<file path="config.mk">
export PLATFORM = sky130hd
export DESIGN_NAME = uart_ctl_core
export DESIGN_NICKNAME = d
export VERILOG_FILES = /design/src/rtl/uart_ctl_pkg.sv /design/src/rtl/uart_ctl_regs.sv /design/src/rtl/uart_ctl_txf.sv /design/src/rtl/uart_ctl_rxf.sv /design/src/rtl/uart_ctl_core.sv
export SDC_FILE = /design/constraint.sdc
export NUM_CORES = 1
export LEC_CHECK = 0
export ABC_AREA = 1
export BUFFER_PORTS_ARGS = -buffer_cell sky130_fd_sc_hd__buf_2
export CORE_ASPECT_RATIO = 0.75
export CORE_MARGIN = 4
export CORE_UTILIZATION = 45
export DETAILED_ROUTE_END_ITERATION = 8
export PLACE_DENSITY = 0.7
export SYNTH_ARGS = -nofsm -noshare
export SYNTH_HDL_FRONTEND = slang
export SYNTH_SLANG_ARGS = --single-unit
</file>
<file path="constraint.sdc">
create_clock -name clk -period 1.6 [get_ports clk]
set_clock_uncertainty 0.2 [all_clocks]
set_input_delay 0 -clock clk [delete_from_list [all_inputs] [get_ports clk]]
set_output_delay 0 -clock clk [all_outputs]
set_load 0.02 [all_outputs]
</file>
<file path="src/rtl/uart_ctl_pkg.sv">
package uart_ctl_pkg;
  localparam int BUS_W  = 8;
  localparam int ADDR_W = 2;

  typedef enum logic [ADDR_W-1:0] {
    A_CTRL = 2'd0,
    A_STAT = 2'd1,
    A_TXD  = 2'd2,
    A_RXD  = 2'd3
  } reg_addr_e;

  typedef struct packed {
    logic       tx_ie;
    logic       rx_ie;
    logic       tx_en;
    logic       rx_en;
    logic       mp_en;
    logic       te_ie;
    logic [1:0] clk_sel;
  } ctrl_t;

  // status bit positions
  localparam int S_TXE  = 7;
  localparam int S_RXF  = 6;
  localparam int S_OVR  = 5;
  localparam int S_FRM  = 4;
  localparam int S_PAR  = 3;
  localparam int S_TEND = 2;
  localparam int S_MPB  = 1;
  localparam int RX_FLAGS = S_RXF - S_PAR + 1;
endpackage

</file>
<file path="src/rtl/uart_ctl_regs.sv">
module uart_ctl_regs
  import uart_ctl_pkg::*;
(
  input  logic             clk,
  input  logic             rst_n,
  input  logic             wr_ctrl,
  input  logic [BUS_W-1:0] wdata,
  input  logic             mp_hit,
  output ctrl_t            ctrl
);
  always_ff @(posedge clk or negedge rst_n) begin
    if (!rst_n)       ctrl <= '0;
    else if (wr_ctrl) ctrl <= ctrl_t'(wdata);
    else if (mp_hit)  ctrl.mp_en <= 1'b0;
  end
endmodule

</file>
<file path="src/rtl/uart_ctl_txf.sv">
module uart_ctl_txf
  import uart_ctl_pkg::*;
(
  input  logic             clk,
  input  logic             rst_n,
  input  logic             tx_en,
  input  logic             rd_stat,
  input  logic             wr_stat,
  input  logic             wr_txd,
  input  logic [BUS_W-1:0] wdata,
  input  logic             tx_ready,
  input  logic             tx_done,
  output logic             tx_valid,
  output logic [BUS_W-1:0] tx_data,
  output logic             txe,
  output logic             tend
);
  logic arm;
  logic clr_ev;

  assign clr_ev   = wr_stat && !wdata[S_TXE] && arm && tx_en;
  assign tx_valid = tx_en && !txe;

  always_ff @(posedge clk or negedge rst_n) begin
    if (!rst_n) begin
      txe     <= 1'b1;
      tend    <= 1'b1;
      arm     <= 1'b0;
      tx_data <= '0;
    end else begin
      if (rd_stat)      arm <= txe;
      else if (wr_stat) arm <= 1'b0;
      if (wr_txd) tx_data <= wdata;
      if (!tx_en)                    txe <= 1'b1;
      else if (tx_valid && tx_ready) txe <= 1'b1;
      else if (clr_ev)               txe <= 1'b0;
      if (clr_ev)                tend <= 1'b0;
      else if (tx_done && txe)   tend <= 1'b1;
    end
  end

  AST_TXE_FORCED: assert property (@(posedge clk) disable iff (!rst_n)
    !tx_en |=> txe) else $error("tx-empty not forced");
  AST_TX_HOLD: assert property (@(posedge clk) disable iff (!rst_n)
    (tx_valid && !tx_ready && !wr_txd) |=> ($stable(tx_data) && (tx_valid || !tx_en)))
    else $error("tx byte dropped");
endmodule

</file>
<file path="src/rtl/uart_ctl_rxf.sv">
module uart_ctl_rxf
  import uart_ctl_pkg::*;
(
  input  logic                clk,
  input  logic                rst_n,
  input  logic                rx_en,
  input  logic                mp_en,
  input  logic                rd_stat,
  input  logic                wr_stat,
  input  logic [RX_FLAGS-1:0] wflags,
  input  logic                f_valid,
  input  logic [BUS_W-1:0]    f_data,
  input  logic                f_mpb,
  input  logic                f_ferr,
  input  logic                f_perr,
  output logic [RX_FLAGS-1:0] flg,
  output logic                mpb_q,
  output logic [BUS_W-1:0]    rx_data,
  output logic                mp_hit
);
  // flg index: 3 full, 2 overrun, 1 framing, 0 parity
  localparam int I_FULL = RX_FLAGS - 1;
  localparam int I_OVR  = RX_FLAGS - 2;

  logic take, discard, accept, load;
  logic [RX_FLAGS-1:0] arm, set_v;

  assign take    = f_valid && rx_en;
  assign discard = take && mp_en && !f_mpb;
  assign accept  = take && !discard;
  assign mp_hit  = take && mp_en && f_mpb;
  assign load    = accept && !flg[I_FULL];
  assign set_v   = {load, accept && flg[I_FULL], load && f_ferr, load && f_perr};

  for (genvar i = 0; i < RX_FLAGS; i++) begin : g_flag
    always_ff @(posedge clk or negedge rst_n) begin
      if (!rst_n) begin
        flg[i] <= 1'b0;
        arm[i] <= 1'b0;
      end else begin
        if (rd_stat)      arm[i] <= flg[i];
        else if (wr_stat) arm[i] <= 1'b0;
        if (set_v[i])                            flg[i] <= 1'b1;
        else if (wr_stat && arm[i] && !wflags[i]) flg[i] <= 1'b0;
      end
    end
  end

  always_ff @(posedge clk or negedge rst_n) begin
    if (!rst_n) begin
      rx_data <= '0;
      mpb_q   <= 1'b0;
    end else begin
      if (load)   rx_data <= f_data;
      if (accept) mpb_q   <= f_mpb;
    end
  end

  AST_OVR_KEEPS_DATA: assert property (@(posedge clk) disable iff (!rst_n)
    (accept && flg[I_FULL]) |=> (flg[I_OVR] && $stable(rx_data)))
    else $error("overrun handling");
  AST_MP_DISCARD: assert property (@(posedge clk) disable iff (!rst_n)
    (discard && !wr_stat) |=> ($stable(flg) && $stable(rx_data) && $stable(mpb_q)))
    else $error("filtered frame left a trace");
  AST_CLEAR_NEEDS_READ: assert property (@(posedge clk) disable iff (!rst_n)
    $fell(flg[I_FULL]) |-> $past(arm[I_FULL]))
    else $error("rx-full cleared without read");
endmodule

</file>
<file path="src/rtl/uart_ctl_core.sv">
module uart_ctl_core
  import uart_ctl_pkg::*;
(
  input  logic              clk,
  input  logic              rst_n,
  input  logic              bus_sel,
  input  logic              bus_wr,
  input  logic [ADDR_W-1:0] bus_addr,
  input  logic [BUS_W-1:0]  bus_wdata,
  output logic [BUS_W-1:0]  bus_rdata,
  input  logic              rxf_valid,
  output logic              rxf_ready,
  input  logic [BUS_W-1:0]  rxf_data,
  input  logic              rxf_mpb,
  input  logic              rxf_ferr,
  input  logic              rxf_perr,
  output logic              txs_valid,
  input  logic              txs_ready,
  output logic [BUS_W-1:0]  txs_data,
  input  logic              tx_done,
  output logic              tx_on,
  output logic              rx_on,
  output logic [1:0]        clk_sel,
  output logic              irq_txi,
  output logic              irq_tei,
  output logic              irq_rxi,
  output logic              irq_eri
);
  ctrl_t                ctrl;
  logic                 wr_ctrl, wr_stat, wr_txd, rd_stat, mp_hit;
  logic                 txe, tend, mpb_q;
  logic [RX_FLAGS-1:0]  rflg;
  logic [BUS_W-1:0]     rx_data, status;

  assign wr_ctrl = bus_sel && bus_wr && (bus_addr == A_CTRL);
  assign wr_stat = bus_sel && bus_wr && (bus_addr == A_STAT);
  assign wr_txd  = bus_sel && bus_wr && (bus_addr == A_TXD);
  assign rd_stat = bus_sel && !bus_wr && (bus_addr == A_STAT);

  uart_ctl_regs u_regs (
    .clk(clk), .rst_n(rst_n), .wr_ctrl(wr_ctrl), .wdata(bus_wdata),
    .mp_hit(mp_hit), .ctrl(ctrl)
  );

  uart_ctl_txf u_tx (
    .clk(clk), .rst_n(rst_n), .tx_en(ctrl.tx_en), .rd_stat(rd_stat),
    .wr_stat(wr_stat), .wr_txd(wr_txd), .wdata(bus_wdata),
    .tx_ready(txs_ready), .tx_done(tx_done), .tx_valid(txs_valid),
    .tx_data(txs_data), .txe(txe), .tend(tend)
  );

  uart_ctl_rxf u_rx (
    .clk(clk), .rst_n(rst_n), .rx_en(ctrl.rx_en), .mp_en(ctrl.mp_en),
    .rd_stat(rd_stat), .wr_stat(wr_stat), .wflags(bus_wdata[S_RXF:S_PAR]),
    .f_valid(rxf_valid), .f_data(rxf_data), .f_mpb(rxf_mpb),
    .f_ferr(rxf_ferr), .f_perr(rxf_perr), .flg(rflg), .mpb_q(mpb_q),
    .rx_data(rx_data), .mp_hit(mp_hit)
  );

  assign status    = {txe, rflg, tend, mpb_q, 1'b0};
  assign rxf_ready = 1'b1;
  assign tx_on     = ctrl.tx_en;
  assign rx_on     = ctrl.rx_en;
  assign clk_sel   = ctrl.clk_sel;
  assign irq_txi   = ctrl.tx_ie && txe;
  assign irq_tei   = ctrl.te_ie && tend;
  assign irq_rxi   = ctrl.rx_ie && rflg[RX_FLAGS-1];
  assign irq_eri   = ctrl.rx_ie && (|rflg[RX_FLAGS-2:0]);

  always_comb begin
    unique case (reg_addr_e'(bus_addr))
      A_CTRL:  bus_rdata = ctrl;
      A_STAT:  bus_rdata = status;
      A_TXD:   bus_rdata = txs_data;
      default: bus_rdata = rx_data;
    endcase
  end

  AST_MP_SELF_CLEAR: assert property (@(posedge clk) disable iff (!rst_n)
    (mp_hit && !wr_ctrl) |=> !ctrl.mp_en) else $error("filter not disarmed");
  AST_TEND_SET: assert property (@(posedge clk) disable iff (!rst_n)
    (tx_done && txe) |=> tend) else $error("tx-end not set");
endmodule

</file>
==> Flow_metrics.wiki <==
{| class="wikitable"
! Metric !! Value
|-
| Vertical die dimension || around 62 um
|-
| ANT nets after route || 0
|-
| Ranking of synthesized cells by area || sky130_fd_sc_hd__dfrtp_1 (49%), sky130_fd_sc_hd__nand2_1 (22%), sky130_fd_sc_hd__inv_1 (5.4%)
|-
| Overall fraction of global-route tracks in use || 0.2129
|-
| Count of flip-flops with a built-in enable after synthesis || 0
|-
| Utilization after layout || 0.6657
|-
| Root buf cell || sky130_fd_sc_hd__clkbuf_8
|-
| Worst-Skew Late Latency || 290 ps
|-
| Final critical delay including setup and external delays || between 1500 and 2000 ps
|-
| Number of setup violations in the final report || 0
|-
| Number of stages on the worst hold path || 4
|-
| Share of the clock period used by the worst path || 0.9642
|-
| End of the worst register-to-register path || u_rx.mpb_q
|-
| Largest area contributor in the synthesized netlist || sky130_fd_sc_hd__dfrtp_1
|-
| Wire length of the first global-routing pass || around 7800 um
|-
| Result of the run || completed
|-
| First-pass iteration count of the detailed router || 4
|-
| DIE WIDTH || 80.07 um
|-
| RSZ-0062 raised after global routing || false
|-
| Async set-or-reset flop fraction in the synthesized netlist || 1.000
|-
| Dominant synthesized flop cell || sky130_fd_sc_hd__dfrtp_1
|-
| Ant. Diodes || 0
|-
| Share of post-route cells with drive strength above 1 || 0.2783
|-
| Number of buffers inserted during clock tree synthesis || 5
|-
| Total congestion overflow || 0
|-
| Final Slew Violations || 0
|-
| Worst ir drop on vdd || around 0.64 mV
|-
| Total of flip-flops plus latches after synthesis || 36
|-
| Min setup slack post-route || 57.22 ps
|-
| Count leader, synth || sky130_fd_sc_hd__nand2_1
|-
| Number of DRC violations after detailed routing || 0
|-
| Hold Path Sink || u_tx.arm
|-
| Hold crit path type || input pin to register
|-
| Detail Placement HPWL || between 3000 and 4000 um
|-
| Worst Path Max Fanout || 5
|-
| Syn Nets || about 250
|-
| Initial standard-cell utilization of the core || 0.4727
|-
| Capturing element type of the critical path || register
|-
| Cell count after synthesis || between 200 and 250
|-
| Count of fill cells added during filler insertion || 333
|-
| Routed wire per std cell || 13.20 um
|-
| Rows || 19
|-
| Number of non-filler instances in the completed layout || around 360
|-
| Sequential cell area fraction in the yosys report || 0.5153
|-
| Maximum number of pins on one net before global-route repair || 37
|-
| Critical Path Stages || 6
|-
| Depth of the worst register-to-register path || 5
|-
| Count of input and output buffers || 52
|-
| TNS Setup || 0 ps
|-
| Vias post-DR || between 1500 and 2000
|-
| Total power per unit cell area || about 1200 nW/um2
|-
| Hold path start || bus_addr[1]
|-
| Routed vias/inst || 4.731
|-
| Final weighted congestion in routability-driven placement || between 0.8 and 0.9
|-
| Net count of the finished layout || 336
|-
| Maximum buffer depth of the clock tree || 2
|-
| First-iteration detailed-routing DRC count || 74
|-
| Overall power || 2936 uW
|-
| Total standard cell area after synthesis || 1753 um2
|-
| Element type at the critical path start || input pin
|-
| Most used cell along the critical path || sky130_fd_sc_hd__dlygate4sd3_1
|-
| Largest stage delay, worst path || 560 ps
|-
| Total wirelength of the detailed-routed design || 4764 um
|-
| Final hold violation count || 0
|-
| Total of warnings raised by yosys || 0
|-
| Number of H-tree branching levels || 2
|-
| Sum of buffers and inverters on the critical path || 3
|-
| Setup slack at placement || a little under 200 ps
|-
| Synth cell count leaders || sky130_fd_sc_hd__nand2_1 (102), sky130_fd_sc_hd__dfrtp_1 (34), sky130_fd_sc_hd__inv_1 (25)
|-
| Maximum clock frequency || 0.6482 GHz
|-
| List of cells traversed by the critical path || dlygate4sd3_1, buf_2, nand2_2, nand2_1, o21ai_2, dlygate4sd3_1
|-
| Area share of the largest cell type after synthesis || 0.4854
|-
| Required time reported for the critical path endpoint || 1570 ps
|-
| Cell with the largest stage delay on the worst path || sky130_fd_sc_hd__dlygate4sd3_1
|-
| LEAKAGE || 0.001354 uW
|-
| Overall die area || 4968 um2
|-
| Library cells used by synthesis || 22
|-
| Antenna violations before repair || 0
|-
| Data arrival time of the worst path || around 1500 ps
|-
| Reg2Reg Setup Slack || about 90 ps
|-
| CTS clock-pin slew for the worst setup and hold paths || about 70 ps
|-
| Number of top-level pins || 54
|-
| Mean Syn Cell Area || ~7.9 um2
|-
| Max-capacitance violation count || 0
|-
| Via count of the first global-routing pass || ~1600
|-
| Sink Count || 36
|-
| Layout overhead on the synthesized area || 40.83%
|-
| TritonCTS clock tree || yes
|-
| Post-Place Cells || 323
|-
| Cell class contributing the biggest share of worst-path delay || buffers and inverters
|-
| Class of the most critical setup path || input pin to register
|-
| Worst reg2reg startpoint || u_regs.ctrl[3]
|-
| Core region area || approximately 3700 um2
|}
[how the worst max path moves through the flow]
stage / from / slack [ps] / endpoint
2_1_floorplan: u_regs.ctrl[5] / 280 / u_tx.txe
3_3_place_gp: u_regs.ctrl[4] / 200 / u_rx.rx_data[5]
3_5_place_dp: u_regs.ctrl[4] / 190 / u_rx.flg[1]
4_1_cts: bus_wr / 30 / u_rx.arm[1]
5_1_grt: u_regs.ctrl[4] / 7 / u_rx.mpb_q
6_report: bus_sel / 60 / u_rx.arm[1]
[power breakdown]
group	internal (uW)	switching [uW]	total, uW
combinational	366	543	909
sequential	1170	184	1350
clock	350	327	677
total	1880	1050	2940
[final cells by class]
type / instances / area [um2] / share of cell area
Sequential cell: 36 / 903.4 / 0.3659
Inverter: 27 / 101.3 / 0.04105
Timing Repair Buffer: 85 / 580.6 / 0.2352
Clock buffer: 7 / 86.33 / 0.03497
Clock inverter: 1 / 7.507 / 0.003041
Tap cell: 52 / 65.06 / 0.02636
Multi-Input combinational cell: 153 / 724.4 / 0.2935
[metal layers]
layer / GRT usage / vias to the layer above / share of wire
met4: 0.08675 / 0 / 0.016
met5: 0 / - / 0
met2: 0.3538 / 51 / 0.46
met1: 0.2758 / 792 / 0.47
li1: - / 857 / -
met3: 0.04755 / 8 / 0.054
[repair_timing]
item,4_1_cts,5_1_grt
hold buffers,29,0
resized for setup,0,3
endpoints found under the setup margin,0,2
hold endpoints to repair,72,0
setup buffers,0,1
[worst min-delay path, delay by kind of cell]
| kind | cells | cell delay [ps] |
|---|---|---|
| simple gates | 2 | 220 |
| compound gates | 1 | 60 |
| buf+inv | 1 | 170 |
[cell usage in the layout (no fill, tap or decap), types with 4 or more instances in the layout]
cell / n
sky130_fd_sc_hd__dlygate4sd3_1: 29
sky130_fd_sc_hd__inv_1: 25
sky130_fd_sc_hd__clkbuf_8: 6
sky130_fd_sc_hd__nand2_1: 101
sky130_fd_sc_hd__o21ai_0: 7
sky130_fd_sc_hd__o21ai_1: 9
sky130_fd_sc_hd__o21ai_2: 9
sky130_fd_sc_hd__dfrtp_1: 34
sky130_fd_sc_hd__buf_4: 4
sky130_fd_sc_hd__nand2_2: 4
sky130_fd_sc_hd__buf_2: 52
sky130_fd_sc_hd__nand4_1: 7
[stage by stage]
step	area [um2]	hold slack, ps
finish	2469	1.683
global route	2469	11.47
CTS	2446	27.88
detailed placement	2062	-134.4
global placement	2062	-135.0
floorplan	1753	-495.6
[sequential cells by signal (all words and copies together), names as in the netlist]
register,flops
u_tx.arm,1
u_regs.ctrl,8
u_rx.flg,4
u_tx.tx_data,8
u_rx.arm,4
u_rx.rx_data,8
u_tx.txe,1
u_tx.tend,1
u_rx.mpb_q,1
[logic make-up (layout without fill, tap and decap cells)]
kind of cell / after synthesis / count (layout) / synth area share
flops: 36 / 36 / 0.5153
buf+inv: 32 / 120 / 0.07994
other cells: 1 / 1 / 0.002139
simple gates: 124 / 124 / 0.3048
compound gates: 28 / 28 / 0.09779
(Power assumes the default switching activity.)
